### config.mk
export PLATFORM = sky130hd
export DESIGN_NAME = hsm_mailbox
export DESIGN_NICKNAME = d
export VERILOG_FILES = /design/src/rtl/hsm_pkg.sv /design/src/rtl/hsm_flag.sv /design/src/rtl/hsm_dreg.sv /design/src/rtl/hsm_mailbox.sv
export SDC_FILE = /design/constraint.sdc
export NUM_CORES = 1
export LEC_CHECK = 0
export BUFFER_PORTS_ARGS = -buffer_cell sky130_fd_sc_hd__buf_2
export CAP_MARGIN = 40
export CORE_MARGIN = 2
export CORE_UTILIZATION = 40
export DETAILED_ROUTE_END_ITERATION = 10
export PLACE_DENSITY = 0.69
export SYNTH_ARGS = -nofsm -noshare
export SYNTH_HDL_FRONTEND = slang
export SYNTH_SLANG_ARGS = --single-unit
### constraint.sdc
create_clock -name clk -period 1.8 [get_ports clk]
set_clock_uncertainty 0.1 [all_clocks]
set_input_delay 0.36 -clock clk [delete_from_list [all_inputs] [get_ports clk]]
set_output_delay 0.36 -clock clk [all_outputs]
set_load 0.01 [all_outputs]
### src/rtl/hsm_pkg.sv
package hsm_pkg;
  // status word bit positions (the host decodes these)
  localparam int ST_OF = 0;
  localparam int ST_IF = 1;
  localparam int ST_F0 = 2;
  localparam int ST_F1 = 3;
  localparam int ST_USER_LO = 4;
endpackage

### src/rtl/hsm_flag.sv
// Single flag cell. Priority: set > load > clear > complement.
module hsm_flag (
  input  logic clk,
  input  logic rst_n,
  input  logic set_i,
  input  logic load_i,
  input  logic load_val_i,
  input  logic clr_i,
  input  logic cpl_i,
  output logic q_o
);
  always_ff @(posedge clk or negedge rst_n) begin
    if (!rst_n)      q_o <= 1'b0;
    else if (set_i)  q_o <= 1'b1;
    else if (load_i) q_o <= load_val_i;
    else if (clr_i)  q_o <= 1'b0;
    else if (cpl_i)  q_o <= ~q_o;
  end
endmodule

### src/rtl/hsm_dreg.sv
// Holding register with load enable.
module hsm_dreg #(
  parameter int W = 8
) (
  input  logic         clk,
  input  logic         rst_n,
  input  logic         we_i,
  input  logic [W-1:0] d_i,
  output logic [W-1:0] q_o
);
  always_ff @(posedge clk or negedge rst_n) begin
    if (!rst_n)    q_o <= '0;
    else if (we_i) q_o <= d_i;
  end
endmodule

### src/rtl/hsm_mailbox.sv
module hsm_mailbox #(
  parameter int DW = 8
) (
  input  logic               clk,
  input  logic               rst_n,
  input  logic               h_sel,
  input  logic               h_rd,
  input  logic               h_wr,
  input  logic               h_addr,
  input  logic [DW-1:0]      h_wdata,
  output logic [DW-1:0]      h_rdata,
  input  logic               dma_mode,
  output logic               dma_req,
  input  logic               dma_ack,
  input  logic               s_rd_in,
  output logic [DW-1:0]      s_in_data,
  input  logic               s_wr_out,
  input  logic [DW-1:0]      s_out_data,
  input  logic               s_f0_clr,
  input  logic               s_f0_cpl,
  input  logic               s_f1_clr,
  input  logic               s_f1_cpl,
  input  logic               s_user_wr,
  input  logic [DW-5:0]      s_user_data,
  output logic               s_f0,
  output logic               s_f1,
  output logic               s_irq,
  output logic               in_full,
  output logic               out_full
);
  import hsm_pkg::*;
  localparam int UW = DW - ST_USER_LO;

  // named events, observed by the checker
  logic wr_evt, rd_data_evt, rd_stat_evt;
  assign wr_evt      = h_sel & h_wr;
  assign rd_data_evt = (h_sel & h_rd & ~h_addr) | dma_ack;
  assign rd_stat_evt = h_sel & h_rd & h_addr & ~dma_ack;

  logic [DW-1:0] out_q;
  logic [UW-1:0] user_q;
  logic [DW-1:0] status;

  function automatic logic [DW-1:0] pack_status(
    input logic [UW-1:0] u, input logic f1, input logic f0,
    input logic ifl, input logic ofl);
    logic [DW-1:0] s;
    s = '0;
    s[ST_OF] = ofl;
    s[ST_IF] = ifl;
    s[ST_F0] = f0;
    s[ST_F1] = f1;
    s[DW-1:ST_USER_LO] = u;
    return s;
  endfunction

  hsm_dreg #(.W(DW)) u_in_reg (
    .clk(clk), .rst_n(rst_n), .we_i(wr_evt), .d_i(h_wdata), .q_o(s_in_data));
  hsm_dreg #(.W(DW)) u_out_reg (
    .clk(clk), .rst_n(rst_n), .we_i(s_wr_out), .d_i(s_out_data), .q_o(out_q));
  hsm_dreg #(.W(UW)) u_user_reg (
    .clk(clk), .rst_n(rst_n), .we_i(s_user_wr), .d_i(s_user_data), .q_o(user_q));

  hsm_flag u_if (
    .clk(clk), .rst_n(rst_n), .set_i(wr_evt), .load_i(1'b0), .load_val_i(1'b0),
    .clr_i(s_rd_in), .cpl_i(1'b0), .q_o(in_full));
  hsm_flag u_of (
    .clk(clk), .rst_n(rst_n), .set_i(s_wr_out), .load_i(1'b0), .load_val_i(1'b0),
    .clr_i(rd_data_evt), .cpl_i(1'b0), .q_o(out_full));
  hsm_flag u_f0 (
    .clk(clk), .rst_n(rst_n), .set_i(1'b0), .load_i(1'b0), .load_val_i(1'b0),
    .clr_i(s_f0_clr), .cpl_i(s_f0_cpl), .q_o(s_f0));
  hsm_flag u_f1 (
    .clk(clk), .rst_n(rst_n), .set_i(1'b0), .load_i(wr_evt), .load_val_i(h_addr),
    .clr_i(s_f1_clr), .cpl_i(s_f1_cpl), .q_o(s_f1));

  always_ff @(posedge clk or negedge rst_n) begin
    if (!rst_n) s_irq <= 1'b0;
    else        s_irq <= wr_evt;
  end

  assign status  = pack_status(user_q, s_f1, s_f0, in_full, out_full);
  assign h_rdata = (dma_ack | ~h_addr) ? out_q : status;
  assign dma_req = dma_mode & out_full;
endmodule


# Yosys cells after proc, flatten, opt, wreduce, memory -nomap -nowiden
# Index checks and enable logic that the tools add are counted.
word_totals:
  ff_bits: 25
  in_bits: 35
  out_inout_bits: 22
  wordCells: 31
op_classes:
  muxes: 10
  bitwise_logic: 9
  n_reduce_logical: 4
ops:
  columns: ["operator", "n"]
  rows:
  - ["$mux 1", 9]
  - ["$mux 8", 1]
  - ["$reduce_bool 2->1", 3]
  - ["$and 1x1->1", 4]
  - ["$not 1->1", 3]
  - ["$reduce_bool 3->1", 1]
  - ["$or 1x1->1", 2]

# Depth between registers and ports, before layout
# Gate-level depths: netlist (run 1).
depth:
  ltp_word: 5
  mapped_depth: 3
  depth_no_buf: 2

# Modules after synthesis
# Synthesis (run 1) repeated with hierarchy kept, for this count alone.
unflattened:
  cells_unflattened: 74
  hier_area_um2: 1211.2
by_module_without_submodules:
  columns: ["module", "instances", "cells_each", "area_per_inst_um2", "seq_area_each_um2"]
  rows:
  - ["hsm_dreg at u_in_reg ...", 2, 17, 331.6, 200.2]
  - ["hsm_flag", 4, 4, 51.3, 25.0]
  - ["hsm_mailbox", 1, 16, 197.7, 25.0]
  - ["hsm_dreg at u_user_reg", 1, 8, 145.1, 100.1]

# Least setup slack after synthesis (run 1)
# OpenSTA, ideal clock, no wires.
synth_path:
  kind: "input to output"
  start: "input h_addr"
  end: "output h_rdata[4]"
  arrival_ns: 0.924
  t_required_ns: 1.340
  setup_slack_ns: 0.416
  stages: 2
  path_buffers: 0
  cell_sequence: "nor2b_2 -> mux2_2"
synth_via:
  elab_chain_len: 3
synth_rtl:
  columns: ["item", "line_no", "text"]
  rows:
  - ["from (decl)", "hsm_mailbox.sv:9", "input logic h_addr,"]
  - ["$not 1->1", "hsm_mailbox.sv:83", "assign h_rdata = (dma_ack | ~h_addr) ? out_q : status;"]
  - ["$or 1x1->1", "hsm_mailbox.sv:83", null]
  - ["$mux 8", "hsm_mailbox.sv:83", null]
  - ["to (decl)", "hsm_mailbox.sv:11", "output logic [DW-1:0] h_rdata,"]
# Every way passes these cells.

# Final worst setup path (run 1)
layout_path:
  start: "input h_addr"
  end: "output h_rdata[6]"
# Same word-level chain as after synthesis.

==> qor.yml, run 1 <==
power_and_ir_drop:
  pwr-share-clk_pct: 20.2
  power_leakage_uw: 0.000718
  power.switching_uw: 296
  powerDensity_nw_per_um2: 822
  p_int_uw: 868
  swShare_pct: 25.4
  seqPwrFrac_pct: 56.5
  vdd_drop_max_mv: 0.419
  combPwrFrac_pct: 23.2
  power_uw: 1160
yosys:
  synth_nets: 104
  yosysSeqAreaShare_pct: 58.0
  yosys.area.top_type: "dfrtp_1"
  syn_area_per_cell_um2: 15.6
  synth_area_leaders: "dfrtp_1, mux2_2, mux2_4, xnor2_1, buf_6"
  synth_ff_type: "dfrtp_1"
  yosysMostFrequentCell: "dfrtp_1"
  async_flop_share_pct: 100
  yosys_warnings: 0
  ys_types: 17
  yosysTopAreaCellShare_pct: 58.0
  ys_ff_latch: 25
  synth_common_cells: "dfrtp_1, mux2_2, mux2_4, inv_1, xnor2_1"
  syn_area_um2: 1080
  syn_inst: 69
  synth_edf_count: 0
route:
  drt-total-wl_mm: 2.11
  dr.pass1.iters: 2
  remaining_drc_errors: 0
  viasPerCell: 4.87
  wire_per_inst_um: 13.4
  via_count: 770
  drt-initial-drc-count: 15
  ant_nets: 0
setup_path:
  max_stage_delay_ps: 360
  path_class: "in -> out"
  cpMaxStageDelayCell: "mux2_2"
  arrival_ps: 1210
  cp.required_ps: 1340
  start_kind: "input port"
  path_max_fanout: 4
  crit_path_end_kind: "primary output"
  ff2ff_setup_slack_ps: 870
  path_common_cell: "buf_2"
  cp_cell_sequence: "buf_2 > nor2b_2 > mux2_2 > buf_2"
floorplan:
  placementRows: 18
  dieWidth_um: 55.9
  initial_core_util_pct: 42.8
  die_area_um2: 3130
  die_h_um: 55.9
  ioPinCount: 57
  coreArea_um2: 2520
clock_tree:
  clock_latency_ps: 300
  root_buffer: "clkbuf_4"
  cts_tree: "yes"
  path_clk_slew_ps: 120
  cts_htree_levels: 1
  cts-resized-gates: 0
  clock_path_buffers: 2
  cts_made_buffers: 3
  clock-sinks: 25
run_status:
  run_status: "completed"
sta:
  grt_setup_unrepaired: "false"
  max_freq_mhz: 597
  hold_viol_final: 0
  setup_viol: 0
  slew_headroom_pct: 64.4
  maxSlewViolCount: 0
  finalCritPeriodShare_pct: 93.0
  tns_ps: 0
  tightest_slew_ps: 534
  fin_crit_ps: 1670
place:
  numPortBuffers: 56
  gp_congestion: 0.722
  hpwl_mm: 1.68
  place_area_um2: 1380
  placed_cells: 153
layout:
  utilization_pct: 56.2
  drive_gt1_share_pct: 70.3
  layout.nets: 164
  final_cells: 158
  insertedDiodeCount: 0
  area_growth_syn_to_layout_pct: 31.3
  finalInstanceArea_um2: 1420
global_route:
  antenna_found_initial: 0
  grt_start_max_net_pins: 26
  grt_use_total_pct: 14.6
  grt_pass1_wl_mm: 3.56
  grt_pass1_vias: 813
  grt_overflow: 0
hold_path:
  hold_path_class: "in -> reg"
run:
  max_cap_violations: 0
final cells by class:
type / count / area (um2)
clock buffers: 4 / 26.3
fillers: 227 / 1110
inverters: 2 / 7.51
multi-input cells: 40 / 429
flip-flops and latches: 25 / 626
well taps: 30 / 37.5
repair buffers: 57 / 290
registers in the layout, indices dropped and copies added, names as in the netlist:
signal / cells
u_in_reg.q_o: 8
u_out_reg.q_o: 8
u_user_reg.q_o: 4
s_irq: 1
u_f0.q_o: 1
u_f1.q_o: 1
u_if.q_o: 1
u_of.q_o: 1
layout by cell type (no fill, tap or decap):
cell type and instances:
nor2_1 1, o31ai_1 1, nor2b_2 1, clkbuf_1 1, dlygate4sd3_1 1, nand3b_1 1
xnor2_1 2, clkbuf_4 3, buf_2 56, nand2b_1 1, nand3_1 1, mux2_4 7
a21o_1 1, inv_1 2, and2_1 1, mux2_2 21, a31o_2 1, dfrtp_1 25
and2_4 1
per-layer routing:
layer | vias to the layer above | share of wire (%) | GRT usage [%]
met2 | 24 | 54 | 26.5
met1 | 383 | 39 | 15.9
met4 | 0 | 1.3 | 8.16
li1 | 361 | - | -
met3 | 2 | 5.3 | 2.79
met5 | - | 0 | 0
worst paths after layout:
check                                 from                 to  cells past startpoint
max                                 h_addr         h_rdata[6]                      4
min                               s_f0_clr           u_f0.q_o                      2
min in group asynchronous            rst_n  u_user_reg.q_o[1]                      2
min reg2reg                u_in_reg.q_o[6]    u_in_reg.q_o[6]                      1
max in group asynchronous            rst_n    u_in_reg.q_o[6]                      2
max reg2reg                       u_f1.q_o           u_f1.q_o                      2
what timing repair did:
item | 4_1_cts | 5_1_grt
buffers inserted | 0 | 0
hold buffers | 1 | 0
endpoints found under the hold margin | 25 | 0
critical path: cells and delay by family:
family                 cells  cell delay, ps
multiplexers               1             360
AND/OR/NAND/NOR            1             250
buffers and inverters      2             250
stage by stage:
stage	hold WS [ps]	setup WS, ps
final	85.5	125
after CTS	67.6	112
after global placement	271	126
after floorplan	-35.6	416
after global routing	56.4	83.4
after detailed placement	275	110
logic make-up after synthesis:
family	synth area share, %
flops	58.0
mux	31.7
buf+inv	2.20
compound gates	2.20
simple gates	4.29
xor+xnor	1.62
power by group through the flow:
stage	sequential [uW]	combinational, uW	clock (uW)
floorplan	681	135	0
global placement	666	268	0
detailed placement	670	274	0
CTS	659	277	254
global route	667	292	286
finish	658	270	236
Note: power is estimated with default switching activity, not from simulation.
==> inputs of run 2 (changes only) <==
==> constraint.sdc (replaced) <==
create_clock -name clk -period 1.8 [get_ports clk]
set_clock_uncertainty 0.1 [all_clocks]
set_input_delay 0.18 -clock clk [delete_from_list [all_inputs] [get_ports clk]]
set_output_delay 0.18 -clock clk [all_outputs]
set_load 0.01 [all_outputs]
==> qor.yml, run 2 (synthesis results as in run 1) <==
global_route:
  grt_use_total_pct: 16.4  # +1.8 points
  antenna_found_initial: 0  # unchanged
  grt_pass1_wl_mm: 3.99  # +12%
  grt_overflow: 0  # unchanged
  grt_pass1_vias: 906  # +11%
  grt_start_max_net_pins: 26  # unchanged
route:
  drt-total-wl_mm: 2.44  # +16%
  viasPerCell: 4.73  # -2.9%
  wire_per_inst_um: 13.6  # +1.4%
  via_count: 852  # +11%
  remaining_drc_errors: 0  # unchanged
  dr.pass1.iters: 3  # +1
  drt-initial-drc-count: 17  # +2
  ant_nets: 0  # unchanged
sta:
  grt_setup_unrepaired: "false"
  hold_viol_final: 0  # unchanged
  whs_ps: 23.4  # -62.1 ps
  maxSlewViolCount: 0  # unchanged
  tns_ps: 0  # unchanged
  slew_headroom_pct: 64.3  # -0.10 points
  finalCritPeriodShare_pct: 79.0  # -14 points
  setup_viol: 0  # unchanged
  tightest_slew_ps: 535  # +1.57 ps
  max_freq_mhz: 703  # +18%
  fin_crit_ps: 1420  # -253 ps
floorplan:
  coreArea_um2: 2520  # unchanged
  dieWidth_um: 55.9  # unchanged
  initial_core_util_pct: 42.8  # unchanged
  die_h_um: 55.9  # unchanged
  placementRows: 18  # unchanged
  ioPinCount: 57  # unchanged
  die_area_um2: 3130  # unchanged
power_and_ir_drop:
  power_uw: 1210  # +3.8%
  powerDensity_nw_per_um2: 738  # -10%
  vdd_drop_max_mv: 0.480  # +14%
  power_leakage_uw: 0.000810  # +13%
clock_tree:
  path_clk_slew_ps: 120  # about the same
  root_buffer: "clkbuf_4"
  cts_htree_levels: 1  # unchanged
  clock-sinks: 25  # unchanged
  post_cts_buffers: 0  # unchanged
  clock_latency_ps: 310  # about the same
  cts_made_buffers: 3  # unchanged
  clock_path_buffers: 2  # unchanged
  cts_tree: "yes"
setup_path:
  max_stage_delay_ps: 430  # +70 ps
  path_class: "reg -> out"
  start_kind: "flip-flop"
  crit_path_end_kind: "primary output"
  cpMaxStageDelayCell: "dfrtp_1"
  path_max_fanout: 3  # -1
  cp_cell_sequence: "mux2_2 > buf_2"
  arrival_ps: 1140  # -70 ps
  crit_buf_inv: 1  # -1
  cp.required_ps: 1520  # +180 ps
  crit_family: "flip-flops"
layout:
  insertedDiodeCount: 0  # unchanged
  mostFrequentLayoutCell: "buf_2"
  layout.nets: 186  # +13%
  top_regs: "u_in_reg.q_o x8, u_out_reg.q_o x8, u_user_reg.q_o x4"
  drive_gt1_share_pct: 60.0  # -10 points
  final_cell_mix: "buf_2, dfrtp_1, dlygate4sd3_1"
  area_growth_syn_to_layout_pct: 51.7
hold_path:
  hold_path_class: "in -> reg"
place:
  gp_congestion: 0.722  # about the same
  numPortBuffers: 56  # unchanged
  hpwl_mm: 1.68  # unchanged
run_status:
  run_status: "completed"
run:
  max_cap_violations: 0  # unchanged
==> run 2: timing repair <==
action                                  CTS  global route
hold buffers                             23             0
resized for setup                         0             0
endpoints found under the setup margin    0             0
endpoints found under the hold margin    47             0
==> run 2: power by group <==
part / leakage, uW / switching [uW] / internal (uW)
Combinational: 0.000499 / 121 / 189
Clock: 0.0000150 / 152 / 86.5
Sequential: 0.000296 / 35.5 / 624
==> run 2: per-layer routing <==
metal  share of wire [%]  wire length, um  up-vias  global-route usage, %
met3                 4.3              106        4                   2.79
met2                  54             1320       24                   30.4
met4                 1.5               36        0                   8.16
li1                    -                -      406                      -
met1                  40              982      418                   17.9
met5                   0                0        -                      0
==> run 2: stage by stage <==
step	setup WS [ps]	utilization, %	cell area (um2)	std cells
after detailed placement	470	54.7	1380	153
after global routing	315	64.9	1640	180
after CTS	360	64.9	1640	180
final	378	64.9	1640	180
after global placement	486	54.7	1380	153
after floorplan	776	-	1080	69
==> run 2: final timing paths <==
path | start | to | slack [ps] | depth (start not counted)
max | u_f0.q_o | h_rdata[2] | 380 | 2
min | s_f0_cpl | u_f0.q_o | 20 | 3
max reg2reg | u_f1.q_o | u_f1.q_o | 860 | 2
min reg2reg | u_in_reg.q_o[6] | u_in_reg.q_o[6] | 420 | 1
max in group asynchronous | rst_n | u_out_reg.q_o[0] | 970 | 2
min in group asynchronous | rst_n | u_user_reg.q_o[1] | 280 | 2
==> run 2: area by class of cell <==
class / instances / area (um2)
flip-flops and latches: 25 / 626
fillers: 204 / 886
clock buffers: 4 / 26.3
multi-input cells: 40 / 429
repair buffers: 79 / 510
well taps: 30 / 37.5
inverters: 2 / 7.51
==> run 2: worst min-delay path: stages <==
cell and delay, ps:
buf_2 80, xnor2_1 110, nor2_1 40
==> inputs of run 3 (changes only) <==
==> constraint.sdc (replaced) <==
create_clock -name clk -period 1.48 [get_ports clk]
set_clock_uncertainty 0.1 [all_clocks]
set_input_delay 0.148 -clock clk [delete_from_list [all_inputs] [get_ports clk]]
set_output_delay 0.148 -clock clk [all_outputs]
set_load 0.01 [all_outputs]
==> qor.yml, run 3 (synthesis results as in run 1) <==
power_and_ir_drop:
  seqPwrFrac_pct: 54.4  # -0.2 points
  p_int_uw: 1100  # +22%
  swShare_pct: 25.5  # -0.029 points
  power_uw: 1480  # +22%
  powerDensity_nw_per_um2: 891  # +21%
  power.switching_uw: 377  # +22%
  vdd_drop_max_mv: 0.589  # +23%
  combPwrFrac_pct: 25.9  # +0.3 points
  power_leakage_uw: 0.000820  # +1.2%
  pwr-share-clk_pct: 19.7  # about the same
route:
  drt-total-wl_mm: 2.45  # +0.16%
  viasPerCell: 4.71  # -0.40%
  wire_per_inst_um: 13.4  # -0.94%
  via_count: 858  # +0.70%
  remaining_drc_errors: 0  # unchanged
  drt-initial-drc-count: 21  # +4
  ant_nets: 0  # unchanged
  dr.pass1.iters: 3  # unchanged
sta:
  tns_ps: 0  # unchanged
  finalCritPeriodShare_pct: 93.7
  maxSlewViolCount: 0  # unchanged
  slew_headroom_pct: 64.3  # about the same
  setup_viol: 0  # unchanged
  hold_viol_final: 0  # unchanged
  grt_setup_unrepaired: "false"
  whs_ps: 3.91  # -19.4 ps
  fin_crit_ps: 1390
  tightest_slew_ps: 535  # -0.306 ps
  max_freq_mhz: 721
clock_tree:
  clock_path_buffers: 2  # unchanged
  cts_tree: "yes"
  cts_made_buffers: 3  # unchanged
  post_cts_buffers: 0  # unchanged
  clock-sinks: 25  # unchanged
  path_clk_slew_ps: 120  # about the same
  root_buffer: "clkbuf_4"
  cts-resized-gates: 0  # unchanged
  clock_latency_ps: 310  # about the same
  cts_htree_levels: 1  # unchanged
floorplan:
  dieWidth_um: 55.9  # unchanged
  placementRows: 18  # unchanged
  die_h_um: 55.9  # unchanged
  coreArea_um2: 2520  # unchanged
  ioPinCount: 57  # unchanged
  initial_core_util_pct: 42.8  # unchanged
  die_area_um2: 3130  # unchanged
setup_path:
  path_max_fanout: 3  # unchanged
  crit_path_end_kind: "primary output"
  r2r_start: "u_f0.q_o"
  r2r-end: "u_f0.q_o"
  critPathLaunch: "u_f0.q_o"
  ff2ff_setup_slack_ps: 130  # -730 ps
  cp.required_ps: 1230  # -290 ps
  path_class: "reg -> out"
  r2r_cells: 3  # +1
  start_kind: "flip-flop"
  arrival_ps: 1140  # about the same
layout:
  seq_area_um2: 626  # unchanged
  area_growth_syn_to_layout_pct: 53.6
  drive_gt1_share_pct: 59.2  # -0.79 points
  layout.nets: 188  # +1.1%
  insertedDiodeCount: 0  # unchanged
  mostFrequentLayoutCell: "buf_2"
  final_cell_mix: "buf_2, dlygate4sd3_1, dfrtp_1"
  top_regs: "u_in_reg.q_o x8, u_out_reg.q_o x8, u_user_reg.q_o x4"
  utilization_pct: 65.7  # +0.79 points
  nFillCells: 199  # -2.5%
  multi_input_area_um2: 429  # unchanged
hold_path:
  hold_path_class: "in -> reg"
  min-delay-start: "h_wr"
  hold_end: "u_f1.q_o"
  whs_path_depth: 3  # unchanged
global_route:
  grt_pass1_wl_mm: 3.97  # -0.35%
  antenna_found_initial: 0  # unchanged
  grt_pass1_vias: 903  # -0.33%
  grt_use_total_pct: 16.4  # -0.049 points
  grt_start_max_net_pins: 26  # unchanged
  grt_overflow: 0  # unchanged
place:
  hpwl_mm: 1.68  # unchanged
  numPortBuffers: 56  # unchanged
  gp_congestion: 0.722  # unchanged
run:
  max_cap_violations: 0  # unchanged
run_status:
  run_status: "completed"
## run 3: cell types whose count changed in the layout (fill, tap and decap cells not counted)
cell	before	now
dlygate4sd3_1	23	25
## run 3: repair_timing
| action | in CTS | in global routing |
|---|---|---|
| endpoints found under the hold margin | 47 | 1 |
| hold buffers | 24 | 1 |
| setup endpoints to repair | 0 | 0 |
## run 3: layer usage
| layer | global-route usage (%) | vias to the layer above | part of all wire [%] |
|---|---|---|---|
| met5 | 0 | - | 0 |
| met4 | 8.16 | 0 | 1.5 |
| met3 | 2.79 | 4 | 4.3 |
| met2 | 30.4 | 24 | 54 |
| met1 | 17.8 | 421 | 40 |
| li1 | - | 409 | - |
## run 3: how the worst max path moves through the flow
stage / to / slack, ps
after CTS: h_rdata[2] / 70
after detailed placement: h_rdata[6] / 210
after floorplan: h_rdata[4] / 520
after global routing: h_rdata[2] / 30
final: h_rdata[2] / 90
after global placement: h_rdata[6] / 230
## run 3: power by group through the flow
stage / clock network (uW) / logic, uW / registers, uW
2_1_floorplan: 0 / 165 / 829
3_3_place_gp: 0 / 326 / 809
3_5_place_dp: 0 / 333 / 815
4_1_cts: 309 / 385 / 801
5_1_grt: 345 / 412 / 812
6_report: 291 / 382 / 802
## run 3: worst max-delay path, stage by stage (launching register included)
cell and delay [ps]:
dfrtp_1 420, mux2_2 270, buf_2 140
## run 3: cell type report
class / instances / share of cell area [%]
multi-input combinational: 40 / 25.9
sequential: 25 / 37.8
timing repair buffer: 81 / 32.0
tap: 30 / 2.27
inverter: 2 / 0.453
clock buffer: 4 / 1.59
## run 3: per-stage QoR
stage	instances	setup slack [ps]	cell area, um2
after floorplan	69	520	1080
after global placement	153	230	1380
after detailed placement	153	214	1380
after CTS	181	71.7	1650
after global routing	182	32.3	1660
final	182	93.4	1660
